`src/rtl/fcu_pkg.sv`:
```
// Shared command codes, read modes and event bundle for the flash command block.
// Assumes 8-bit command bytes carried in the low byte of the write data.
package fcu_pkg;

    localparam logic [7:0] CMD_READ_ARRAY  = 8'hFF;
    localparam logic [7:0] CMD_READ_STATUS = 8'h70;
    localparam logic [7:0] CMD_CLEAR_STAT  = 8'h50;
    localparam logic [7:0] CMD_READ_IDENT  = 8'h90;
    localparam logic [7:0] CMD_READ_QUERY  = 8'h98;
    localparam logic [7:0] CMD_SUSPEND     = 8'hB0;
    localparam logic [7:0] CMD_CONFIRM     = 8'hD0;
    localparam logic [7:0] CMD_BLK_ERASE   = 8'h20;
    localparam logic [7:0] CMD_CHIP_ERASE  = 8'h30;
    localparam logic [7:0] CMD_PROG_A      = 8'h40;
    localparam logic [7:0] CMD_PROG_B      = 8'h10;
    localparam logic [7:0] CMD_LOCK_SETUP  = 8'h60;
    localparam logic [7:0] CMD_OTP_PROG    = 8'hC0;
    localparam logic [7:0] LCK_SET         = 8'h01;
    localparam logic [7:0] LCK_DOWN        = 8'h2F;

    // Strobe vector positions
    localparam int NGO       = 9;
    localparam int G_BERASE  = 0;
    localparam int G_CERASE  = 1;
    localparam int G_PROG    = 2;
    localparam int G_OTP     = 3;
    localparam int G_LKSET   = 4;
    localparam int G_LKCLR   = 5;
    localparam int G_LKDOWN  = 6;
    localparam int G_SUSP    = 7;
    localparam int G_RESUME  = 8;

    typedef enum logic [1:0] {
        RD_ARRAY, RD_STATUS, RD_IDENT, RD_QUERY
    } rd_mode_e;

    typedef enum logic [2:0] {
        SU_NONE, SU_BERASE, SU_CERASE, SU_PROG, SU_OTP, SU_LOCK
    } setup_e;

    typedef enum logic [2:0] {
        OP_NONE, OP_BERASE, OP_CERASE, OP_PROG, OP_OTP
    } op_e;

    // Next-cycle status events produced by the decoder
    typedef struct packed {
        logic launch;
        logic susp_e;
        logic susp_p;
        logic res_e;
        logic res_p;
        logic bad_seq;
        logic clr_err;
    } sr_ev_t;

endpackage

```
`src/rtl/fcu_decoder.sv`:
```
// Command decoder: matches one- and two-cycle command sequences, tracks the
// running operation and decides suspend/resume legality. Strobes, read mode
// and latched operands are registered. Status events are combinational so
// that the status register changes at the same edge as the strobes.
// Assumes eng_done is only pulsed while an operation is running.
module fcu_decoder
    import fcu_pkg::*;
#(
    parameter int AW = 23,
    parameter int DW = 16
) (
    input  logic              clk,
    input  logic              rst_n,
    input  logic              wr_en,
    input  logic [AW-1:0]     wr_addr,
    input  logic [DW-1:0]     wr_data,
    input  logic              sr_ready,
    input  logic              sr_susp_e,
    input  logic              sr_susp_p,
    input  logic              eng_done,
    output rd_mode_e          rd_mode,
    output sr_ev_t            ev,
    output logic [NGO-1:0]    go,
    output logic [AW-1:0]     op_addr,
    output logic [DW-1:0]     op_data
);

    setup_e         setup_q, setup_n;
    op_e            act_q, act_n;
    rd_mode_e       mode_q, mode_n;
    logic [NGO-1:0] go_n;
    logic           ld_op;
    logic [7:0]     cmd;
    logic           any_susp;

    assign cmd      = wr_data[7:0];
    assign any_susp = sr_susp_e | sr_susp_p;

    // Next-state decode of the write port
    always_comb begin
        setup_n = setup_q;
        act_n   = act_q;
        mode_n  = mode_q;
        go_n    = '0;
        ev      = '0;
        ld_op   = 1'b0;
        if (eng_done) act_n = OP_NONE;
        if (wr_en) begin
            if (setup_q != SU_NONE) begin
                setup_n = SU_NONE;
                mode_n  = RD_STATUS;
                case (setup_q)
                    SU_BERASE: begin
                        if (cmd == CMD_CONFIRM) begin
                            go_n[G_BERASE] = 1'b1; ev.launch = 1'b1;
                            act_n = OP_BERASE; ld_op = 1'b1;
                        end else ev.bad_seq = 1'b1;
                    end
                    SU_CERASE: begin
                        if (cmd == CMD_CONFIRM) begin
                            go_n[G_CERASE] = 1'b1; ev.launch = 1'b1;
                            act_n = OP_CERASE; ld_op = 1'b1;
                        end else ev.bad_seq = 1'b1;
                    end
                    SU_PROG: begin
                        go_n[G_PROG] = 1'b1; ev.launch = 1'b1;
                        act_n = OP_PROG; ld_op = 1'b1;
                    end
                    SU_OTP: begin
                        go_n[G_OTP] = 1'b1; ev.launch = 1'b1;
                        act_n = OP_OTP; ld_op = 1'b1;
                    end
                    SU_LOCK: begin
                        case (cmd)
                            LCK_SET:     begin go_n[G_LKSET]  = 1'b1; ld_op = 1'b1; end
                            CMD_CONFIRM: begin go_n[G_LKCLR]  = 1'b1; ld_op = 1'b1; end
                            LCK_DOWN:    begin go_n[G_LKDOWN] = 1'b1; ld_op = 1'b1; end
                            default:     ev.bad_seq = 1'b1;
                        endcase
                    end
                    default: ;
                endcase
            end else begin
                case (cmd)
                    CMD_READ_ARRAY:  mode_n = RD_ARRAY;
                    CMD_READ_STATUS: mode_n = RD_STATUS;
                    CMD_READ_IDENT:  mode_n = RD_IDENT;
                    CMD_READ_QUERY:  mode_n = RD_QUERY;
                    CMD_CLEAR_STAT:  ev.clr_err = 1'b1;
                    CMD_SUSPEND: begin
                        if (!sr_ready && act_q == OP_BERASE) begin
                            go_n[G_SUSP] = 1'b1; ev.susp_e = 1'b1;
                            act_n = OP_NONE; mode_n = RD_STATUS;
                        end else if (!sr_ready && act_q == OP_PROG) begin
                            go_n[G_SUSP] = 1'b1; ev.susp_p = 1'b1;
                            act_n = OP_NONE; mode_n = RD_STATUS;
                        end
                    end
                    CMD_CONFIRM: begin
                        if (sr_ready && sr_susp_p) begin
                            go_n[G_RESUME] = 1'b1; ev.res_p = 1'b1;
                            act_n = OP_PROG; mode_n = RD_STATUS;
                        end else if (sr_ready && sr_susp_e) begin
                            go_n[G_RESUME] = 1'b1; ev.res_e = 1'b1;
                            act_n = OP_BERASE; mode_n = RD_STATUS;
                        end
                    end
                    CMD_BLK_ERASE: if (sr_ready && !any_susp) begin
                        setup_n = SU_BERASE; mode_n = RD_STATUS;
                    end
                    CMD_CHIP_ERASE: if (sr_ready && !any_susp) begin
                        setup_n = SU_CERASE; mode_n = RD_STATUS;
                    end
                    CMD_PROG_A, CMD_PROG_B: if (sr_ready && !sr_susp_p) begin
                        setup_n = SU_PROG; mode_n = RD_STATUS;
                    end
                    CMD_OTP_PROG: if (sr_ready && !any_susp) begin
                        setup_n = SU_OTP; mode_n = RD_STATUS;
                    end
                    CMD_LOCK_SETUP: if (sr_ready) begin
                        setup_n = SU_LOCK; mode_n = RD_STATUS;
                    end
                    default: ;
                endcase
            end
        end
    end

    // State, strobe and operand registers
    always_ff @(posedge clk) begin
        if (!rst_n) begin
            setup_q <= SU_NONE;
            act_q   <= OP_NONE;
            mode_q  <= RD_ARRAY;
            go      <= '0;
            op_addr <= '0;
            op_data <= '0;
        end else begin
            setup_q <= setup_n;
            act_q   <= act_n;
            mode_q  <= mode_n;
            go      <= go_n;
            if (ld_op) begin
                op_addr <= wr_addr;
                op_data <= wr_data;
            end
        end
    end

    assign rd_mode = mode_q;

    AST_ONE_STROBE: assert property (@(posedge clk) disable iff (!rst_n)
        $onehot0(go));
    AST_BAD_NO_GO: assert property (@(posedge clk) disable iff (!rst_n)
        ev.bad_seq |=> (go == '0));
    AST_OTP_NOT_SUSPENDED: assert property (@(posedge clk) disable iff (!rst_n)
        go[G_OTP] |-> (!sr_susp_e && !sr_susp_p));

endmodule

```
`src/rtl/fcu_status.sv`:
```
// Status byte: ready flag, two suspend flags and four sticky error flags.
// Updates on decoder events and on the engine done pulse; bit 0 is reserved.
// Assumes at most one decoder event per cycle.
module fcu_status
    import fcu_pkg::*;
#(
    parameter int NFLAG = 4
) (
    input  logic             clk,
    input  logic             rst_n,
    input  sr_ev_t           ev,
    input  logic             eng_done,
    input  logic [NFLAG-1:0] eng_flags,
    output logic [7:0]       sr
);

    logic rdy, s_erase, s_prog, e_erase, e_prog, e_vpp, e_lock;

    // Status flag register; later statements take precedence
    always_ff @(posedge clk) begin
        if (!rst_n) begin
            rdy     <= 1'b1;
            s_erase <= 1'b0;
            s_prog  <= 1'b0;
            e_erase <= 1'b0;
            e_prog  <= 1'b0;
            e_vpp   <= 1'b0;
            e_lock  <= 1'b0;
        end else begin
            if (eng_done) begin
                rdy     <= 1'b1;
                e_erase <= e_erase | eng_flags[3];
                e_prog  <= e_prog  | eng_flags[2];
                e_vpp   <= e_vpp   | eng_flags[1];
                e_lock  <= e_lock  | eng_flags[0];
            end
            if (ev.launch) rdy <= 1'b0;
            if (ev.susp_e) begin s_erase <= 1'b1; rdy <= 1'b1; end
            if (ev.susp_p) begin s_prog  <= 1'b1; rdy <= 1'b1; end
            if (ev.res_e)  begin s_erase <= 1'b0; rdy <= 1'b0; end
            if (ev.res_p)  begin s_prog  <= 1'b0; rdy <= 1'b0; end
            if (ev.bad_seq) begin
                e_erase <= 1'b1;
                e_prog  <= 1'b1;
            end
            if (ev.clr_err) begin
                e_erase <= 1'b0;
                e_prog  <= 1'b0;
                e_vpp   <= 1'b0;
                e_lock  <= 1'b0;
            end
        end
    end

    assign sr = {rdy, s_erase, e_erase, e_prog, e_vpp, s_prog, e_lock, 1'b0};

    AST_ERR_STICKY: assert property (@(posedge clk) disable iff (!rst_n)
        (sr[5] && !ev.clr_err) |=> sr[5]);
    AST_BAD_SETS_BOTH: assert property (@(posedge clk) disable iff (!rst_n)
        ev.bad_seq |=> (sr[5] && sr[4]));

endmodule

```
`src/rtl/fcu_rdmux.sv`:
```
// Read word selection by read mode, including identifier decode.
// Assumes id_addr carries the low address bits of the current read.
module fcu_rdmux
    import fcu_pkg::*;
#(
    parameter int          DW       = 16,
    parameter int          OFS_W    = 16,
    parameter int          BLK_W    = 15,
    parameter logic [15:0] MFR_CODE = 16'h00B0,
    parameter logic [15:0] DEV_CODE = 16'h0011
) (
    input  rd_mode_e         mode,
    input  logic [OFS_W-1:0] id_addr,
    input  logic [DW-1:0]    array_data,
    input  logic [DW-1:0]    query_data,
    input  logic [1:0]       lock_cfg,
    input  logic [7:0]       sr,
    output logic [DW-1:0]    rd_data
);

    localparam int LANES = DW / 8;

    logic [DW-1:0] sr_word;
    logic [DW-1:0] id_word;

    // Status byte replicated across byte lanes
    for (genvar i = 0; i < LANES; i++) begin : g_lane
        assign sr_word[i*8 +: 8] = sr;
    end

    // Identifier-space decode
    always_comb begin
        if (id_addr == OFS_W'(0))                  id_word = MFR_CODE;
        else if (id_addr == OFS_W'(1))             id_word = DEV_CODE;
        else if (id_addr[BLK_W-1:0] == BLK_W'(2))  id_word = {{(DW-2){1'b0}}, lock_cfg};
        else                                       id_word = '0;
    end

    // Mode multiplexer
    always_comb begin
        case (mode)
            RD_STATUS: rd_data = sr_word;
            RD_IDENT:  rd_data = id_word;
            RD_QUERY:  rd_data = query_data;
            default:   rd_data = array_data;
        endcase
    end

endmodule

```
`src/rtl/flash_cmd_ui.sv`:
```
// Top of the flash command interface: decoder, status register and read
// multiplexer. Assumes one host write per wr_en cycle and an eng_done pulse
// only while an engine is running and not in a host-write cycle.
module flash_cmd_ui
    import fcu_pkg::*;
#(
    parameter int AW    = 23,
    parameter int DW    = 16,
    parameter int OFS_W = 16,
    parameter int BLK_W = 15,
    parameter int NFLAG = 4
) (
    input  logic             clk,
    input  logic             rst_n,
    input  logic             wr_en,
    input  logic [AW-1:0]    wr_addr,
    input  logic [DW-1:0]    wr_data,
    input  logic [OFS_W-1:0] id_addr,
    input  logic [DW-1:0]    array_data,
    input  logic [DW-1:0]    query_data,
    input  logic [1:0]       lock_cfg,
    output logic [DW-1:0]    rd_data,
    output logic             go_blk_erase,
    output logic             go_chip_erase,
    output logic             go_word_prog,
    output logic             go_otp_prog,
    output logic             go_lock_set,
    output logic             go_lock_clear,
    output logic             go_lock_down,
    output logic             go_suspend,
    output logic             go_resume,
    output logic [AW-1:0]    op_addr,
    output logic [DW-1:0]    op_data,
    input  logic             eng_done,
    input  logic [NFLAG-1:0] eng_flags
);

    rd_mode_e       mode;
    sr_ev_t         ev;
    logic [NGO-1:0] go;
    logic [7:0]     sr;

    fcu_decoder #(.AW(AW), .DW(DW)) u_dec (
        .clk(clk), .rst_n(rst_n), .wr_en(wr_en), .wr_addr(wr_addr),
        .wr_data(wr_data), .sr_ready(sr[7]), .sr_susp_e(sr[6]),
        .sr_susp_p(sr[2]), .eng_done(eng_done), .rd_mode(mode), .ev(ev),
        .go(go), .op_addr(op_addr), .op_data(op_data)
    );

    fcu_status #(.NFLAG(NFLAG)) u_sr (
        .clk(clk), .rst_n(rst_n), .ev(ev), .eng_done(eng_done),
        .eng_flags(eng_flags), .sr(sr)
    );

    fcu_rdmux #(.DW(DW), .OFS_W(OFS_W), .BLK_W(BLK_W)) u_mux (
        .mode(mode), .id_addr(id_addr), .array_data(array_data),
        .query_data(query_data), .lock_cfg(lock_cfg), .sr(sr),
        .rd_data(rd_data)
    );

    assign go_blk_erase  = go[G_BERASE];
    assign go_chip_erase = go[G_CERASE];
    assign go_word_prog  = go[G_PROG];
    assign go_otp_prog   = go[G_OTP];
    assign go_lock_set   = go[G_LKSET];
    assign go_lock_clear = go[G_LKCLR];
    assign go_lock_down  = go[G_LKDOWN];
    assign go_suspend    = go[G_SUSP];
    assign go_resume     = go[G_RESUME];

    AST_LAUNCH_BUSY: assert property (@(posedge clk) disable iff (!rst_n)
        (go_blk_erase || go_chip_erase || go_word_prog || go_otp_prog) |-> !sr[7]);
    AST_LOCK_READY: assert property (@(posedge clk) disable iff (!rst_n)
        (go_lock_set || go_lock_clear || go_lock_down) |-> sr[7]);
    AST_SUSPEND_READY: assert property (@(posedge clk) disable iff (!rst_n)
        go_suspend |-> (sr[7] && (sr[6] || sr[2])));
    AST_RESUME_BUSY: assert property (@(posedge clk) disable iff (!rst_n)
        go_resume |-> !sr[7]);
    AST_DONE_READY: assert property (@(posedge clk) disable iff (!rst_n)
        (eng_done && !wr_en) |=> sr[7]);

endmodule

```
`config.mk`:
```
export PLATFORM = sky130hd
export DESIGN_NAME = flash_cmd_ui
export DESIGN_NICKNAME = d
export VERILOG_FILES = /design/src/rtl/fcu_pkg.sv /design/src/rtl/fcu_decoder.sv /design/src/rtl/fcu_status.sv /design/src/rtl/fcu_rdmux.sv /design/src/rtl/flash_cmd_ui.sv
export SDC_FILE = /design/constraint.sdc
export NUM_CORES = 1
export LEC_CHECK = 0
export BUFFER_PORTS_ARGS = -buffer_cell sky130_fd_sc_hd__buf_2
export CAP_MARGIN = 25
export CORE_ASPECT_RATIO = 0.9
export CORE_UTILIZATION = 50
export DETAILED_ROUTE_END_ITERATION = 10
export PLACE_DENSITY_LB_ADDON = 0.3
export SYNTH_ARGS = -nofsm -noshare
export SYNTH_HDL_FRONTEND = slang
export SYNTH_SLANG_ARGS = --single-unit
export TNS_END_PERCENT = 10
```
`constraint.sdc`:
```
create_clock -name clk -period 3.9 [get_ports clk]
set_clock_uncertainty 0.2 [all_clocks]
set_input_delay 0.39 -clock clk [delete_from_list [all_inputs] [get_ports clk]]
set_output_delay 0.39 -clock clk [all_outputs]
set_load 0.005 [all_outputs]
```
# After elaboration in Yosys (flattened, before gate mapping)
# Cells that the tools add are included.
word_totals:
  wordCells: 163
  ff_bits: 63
op_classes:
  n_bitwise: 9
  n_eq_ne: 35
  n_mux: 70
  n_reduce_logical: 31
ops:
  columns: ["cell", "n"]
  rows:
  - ["8-bit == test (second input constant)", 6]
  - ["16-bit one-hot mux with 3 select lines", 1]
  - ["3-bit 2-to-1 mux", 15]
  - ["8-bit by 7-bit == test with 1-bit output (second input constant)", 4]
  - ["1-bit 2-to-1 mux", 32]
  - ["16-bit 2-to-1 mux", 2]
  - ["8-bit by 6-bit == test with 1-bit output (second input constant)", 3]
  - ["2-bit 2-to-1 mux", 11]
  - ["3-bit by 1-bit != test with 1-bit output (second input constant)", 6]
  - ["2-bit one-hot mux with 9 select lines", 1]
  - ["16-bit by 1-bit == test with 1-bit output (second input constant)", 1]
  - ["16-bit zero test", 1]
  - ["15-bit by 2-bit == test with 1-bit output (second input constant)", 1]
  - ["3-bit one-hot mux with 5 select lines", 1]
  - ["7-bit AND reduction", 2]
  - ["3-bit one-hot mux with 4 select lines", 1]
  - ["4-bit AND reduction", 3]
  - ["6-bit nonzero test", 2]
  - ["2-bit OR reduction", 6]
  - ["10-bit nonzero test", 1]
  - ["3-bit by 2-bit == test with 1-bit output (second input constant)", 3]
  - ["8-bit by 1-bit == test with 1-bit output (second input constant)", 1]
  - ["8-bit by 5-bit == test with 1-bit output (second input constant)", 1]
  - ["4-bit OR reduction", 2]
  - ["19 further kinds", 38]

# Logic depth before layout (Yosys ltp)
logic_depth:
  ltp_word: 12
  mapped_depth: 8
  depth_no_buf: 5

# Modules after synthesis
# A second synthesis with hierarchy kept.
hier_totals:
  hier_cells: 446
  area_unflattened_um2: 3353.2
modules_own_cells:
  columns: ["module", "n_inst", "cells_per_inst", "seq_area_each_um2", "area_each_um2"]
  rows:
  - ["fcu_decoder", 1, 339, 1121.1, 2610.0]
  - ["fcu_rdmux", 1, 74, 0.0, 445.4]
  - ["fcu_status", 1, 33, 140.1, 297.8]

# Worst setup path after synthesis
# OpenSTA, ideal clock, no wires.
synth_timing:
  path_kind: "input-to-reg"
  startpoint: "input wr_data[1]"
  endpoint: "register u_dec.op_data[7]"
  t_required_ns: 3.579
  n_path_buf: 2
  cell_stages: 7
  arrival_time_ns: 1.975
  setup_slack_ns: 1.605
  setup_time_ns: 0.121
  path_cell_list: "or4_1 -> a2111oi_4 -> o311ai_2 -> buf_6 -> buf_6 -> nand3_2 -> o31ai_2"
synth_via:
  elab_chain_cells: 6
  word_cells_on_any_way: 9
synth_rtl:
  columns: ["item", "line", "rtl"]
  rows:
  - ["start: declaration", "flash_cmd_ui.sv:17", "input logic [DW-1:0] wr_data,"]
  - ["8-bit by 6-bit == test with 1-bit output (tied with other cells)", "fcu_decoder.sv:74", "case (cmd)"]
  - ["3-bit OR reduction (no line)", null, null]
  - ["1-bit 2-to-1 mux", "fcu_decoder.sv:74", null]
  - ["1-bit one-hot mux with 3 select lines *", "fcu_decoder.sv:52", "case (setup_q)"]
  - ["1-bit 2-to-1 mux *", "fcu_decoder.sv:49", "if (setup_q != SU_NONE) begin"]
  - ["1-bit 2-to-1 mux *", "fcu_decoder.sv:48", "if (wr_en) begin"]
  - ["end signal: assignment", "fcu_decoder.sv:145", "op_data <= wr_data;"]
  - ["end: declaration", "fcu_decoder.sv:25", "output logic [DW-1:0] op_data"]
# Mark *: on every way between the ends. The rest lies on a longest branch, timed or not.
# A chain may end at the register's enable or synchronous reset.

# Final worst setup path
layout_timing:
  startpoint: "register u_dec.mode_q[0], in the netlist u_dec.rd_mode[0]"
  endpoint: "output rd_data[4]"
layout_via:
  elab_chain_cells: 2
  word_cells_on_any_way: 4
layout_rtl:
  columns: ["item", "line", "rtl"]
  rows:
  - ["start: declaration", "fcu_decoder.sv:30", "rd_mode_e mode_q, mode_n;"]
  - ["start signal: assignment", "fcu_decoder.sv:141", "mode_q <= mode_n;"]
  - ["2-bit == test or 2-bit by 1-bit == test with 1-bit output (tied branches)", "fcu_rdmux.sv:41", "case (mode)"]
  - ["16-bit one-hot mux with 3 select lines *", "fcu_rdmux.sv:41", null]
  - ["end: declaration", "flash_cmd_ui.sv:22", "output logic [DW-1:0] rd_data,"]
# Marks and branches as above.

==> results_dict.tcl <==
set metrics [dict create \
    avg_wl_per_cell_um 14.1 \
    hold_path_class "in2reg" \
    critPathLaunchType "register" \
    reg2reg_path_depth 4 \
    vias_per_cell 5.55 \
    multi_input_gate_area_um2 1850 \
    synth_area_leader_cell "dfxtp_1" \
    timing.hold.worst.start "wr_addr[17]" \
    synth_seq_cells 63 \
    routed_antenna_nets 0 \
    dp_hpwl_um 6760 \
    hold_buffers 0 \
    groute.usage.overall_pct 26.9 \
    syn_warnings 0 \
    rsz0062_at_grt "false" \
    place.port_buffers 160 \
    synthDominantCellAreaShare_pct 38.4 \
    drt_first_pass_iters 6 \
    clock_tree.buffer_depth 2 \
    sequential_cell_area_um2 1260 \
    total_clock_buffers_created_by_cts 9 \
    final_net_count 659 \
    critical_path.max_fanout 9 \
    yosysSeqAreaShare_pct 38.4 \
    placeable_area_um2 6220 \
    power_leakage_nw 1.91 \
    syn_area_um2 3290 \
    hold-path-endpoint "u_dec.op_addr[17]$_SDFFE_PN0P_" \
    die_area_um2 6900 \
    layout_worst_path_cycle_share_pct 65.0 \
    outcome "completed" \
    ys_async_sr_fraction_pct 0 \
    arrival_ns 1.94 \
    layout-drive-gt1-share_pct 35.1 \
    overflow 0 \
    timing_hold_violations_final 0 \
    finalMaxSlewViolations 0 \
    wl_um 9230 \
    numPlacedInstances 638 \
    setup_violations 0 \
    synth_edf_count 0 \
    filler_cell_count 560 \
    synthToLayoutAreaGrowth_pct 29.7 \
    post-cts-setup-buffer-count 0 \
    remaining_drc_errors 0 \
    stdcell_count 654 \
    placedInstanceArea_um2 4080 \
    top_level_ports 161 \
    cts.reportedPaths.clkPinSlew_ns 0.08 \
    initial_utilization_pct 52.9 \
    row_count 27 \
    worstSetupPathType "reg2out" \
    cts_root_buffer "clkbuf_8" \
    postSynthAreaPerCell_um2 7.81 \
    synthTopCellsByArea "dfxtp_1 (38%), nand2_1 (7.2%), o21ai_0 (6.1%)" \
    synth_cells 421 \
    max_slew.worst_pin.slew_ns 0.904 \
    die_extent_in_y_um 78.9 \
    mappedNetlistNets 518 \
    via_count 3629 \
    synth_top_cells_by_count "dfxtp_1 (63), nand2_1 (63), o21ai_0 (40)" \
    totalNegativeSetupSlack_ns 0 \
    max_cap_violations 0 \
    vdd.ir_drop.worst_mv 0.241 \
    power_density_nw_per_um2 309 \
    cts_tree "done" \
    rrSetupSlack_ns 1.47 \
    r2r-start "u_dec.setup_q[2]$_SDFFE_PN0P_" \
    r2r-end "u_sr.s_erase$_SDFFE_PP0P_" \
    slew_headroom_pct 38.9 \
    globalplace.congestion 0.914 \
    die_width_um 87.5 \
    min_delay_path_depth 3 \
    synth-main-ff-cell "dfxtp_1" \
    crit_required_ns 3.31 \
    largest_net_degree_at_the_start_of_global_routing 79 \
    detail_route.iter0.violations 262 \
    synthDistinctLibCells 59 \
    endpoint_kind "output pin" \
    clkSinkCount 63 \
    maxClockFrequency_mhz 395 \
    antennaDiodeCount 0 \
    grt_antenna_before_repair 0 \
    post_route_cell_area_um2 4260 \
    grt_first_pass_wirelength_um 14500 \
    number_of_global_route_vias_before_repair 3173 \
    insertion_delay_ns 0.33 \
    post_cts_resized 0 \
    cts-htree-levels 3 \
    finalCriticalPeriod_ns 2.53 \
]
layout make-up:
cell class / count / share of cell area (%)
Inverter: 9 / 0.792
Multi-Input combinational cell: 315 / 43.3
Timing Repair Buffer: 164 / 19.5
Tap cell: 87 / 2.55
Clock buffer: 10 / 3.23
Sequential cell: 63 / 29.6
Clock inverter: 6 / 1.03
registers in the layout, indices dropped and copies added (netlist names), 2 cells and up:
signal	count
u_dec.op_addr	23
u_dec.op_data	16
u_dec.go	9
u_dec.act_q	3
u_dec.setup_q	3
u_dec.rd_mode	2
critical path: stages (launching register included):
cell,delay [ns]
dfxtp_1,0.42
nor4_1,0.37
nand4_1,0.22
nor3_1,0.26
a211oi_1,0.09
a21oi_1,0.12
buf_2,0.13
how the worst max path moves through the flow:
stage	startpoint	end	slack [ns]	depth (start not counted)
2_1_floorplan	wr_data[1]	u_dec.op_data[7]$_SDFFE_PN0P_	1.60	7
3_3_place_gp	wr_data[1]	u_dec.op_addr[5]$_SDFFE_PN0P_	1.24	7
3_5_place_dp	wr_data[0]	u_dec.op_addr[16]$_SDFFE_PN0P_	1.18	7
4_1_cts	u_dec.rd_mode[0]$_SDFFE_PN0P_	rd_data[4]	1.34	6
5_1_grt	u_dec.rd_mode[0]$_SDFFE_PN0P_	rd_data[4]	1.20	6
6_report	u_dec.rd_mode[0]$_SDFFE_PN0P_	rd_data[4]	1.37	6
report_power, final:
group	leakage, nW	internal [mW]	total, mW	switching, mW
registers	0.508	0.648	0.652	0.00452
clock network	0.0926	0.250	0.514	0.264
logic	1.31	0.0693	0.149	0.0798
kinds of logic (layout without fill, tap and decap cells):
family	count (synthesis)	after routing	share of synthesized area, %
and+or+nand+nor	189	189	28.6
muxes	11	11	3.35
AOI/OAI and AO/OA	115	115	23.9
buffers and inverters	43	189	5.75
DFF	63	63	38.4
layout by cell type (no fill, tap or decap), types with 11 or more instances in the layout:
cell	n
nand3_1	38
dfxtp_1	63
nor2_1	26
mux2i_1	11
buf_2	160
nand2_1	63
a21oi_1	13
o21ai_0	40
per-layer routing:
metal / GRT usage [%] / share of wire, %
met2: 43.0 / 48
met1: 34.1 / 43
met4: 12.1 / 1.9
met3: 6.55 / 7.0
met5: 0 / 0
per-stage QoR:
step / util (%) / setup WS [ns] / hold slack, ns / power [mW]
3_5_place_dp: 65.7 / 1.18 / 0.248 / 0.814
2_1_floorplan: - / 1.60 / 0.253 / 0.737
3_3_place_gp: 65.7 / 1.24 / 0.242 / 0.810
5_1_grt: 68.6 / 1.20 / 0.0818 / 1.37
6_report: 68.6 / 1.37 / 0.0793 / 1.32
4_1_cts: 68.6 / 1.34 / 0.0741 / 1.32
(Power assumes the default switching activity.)
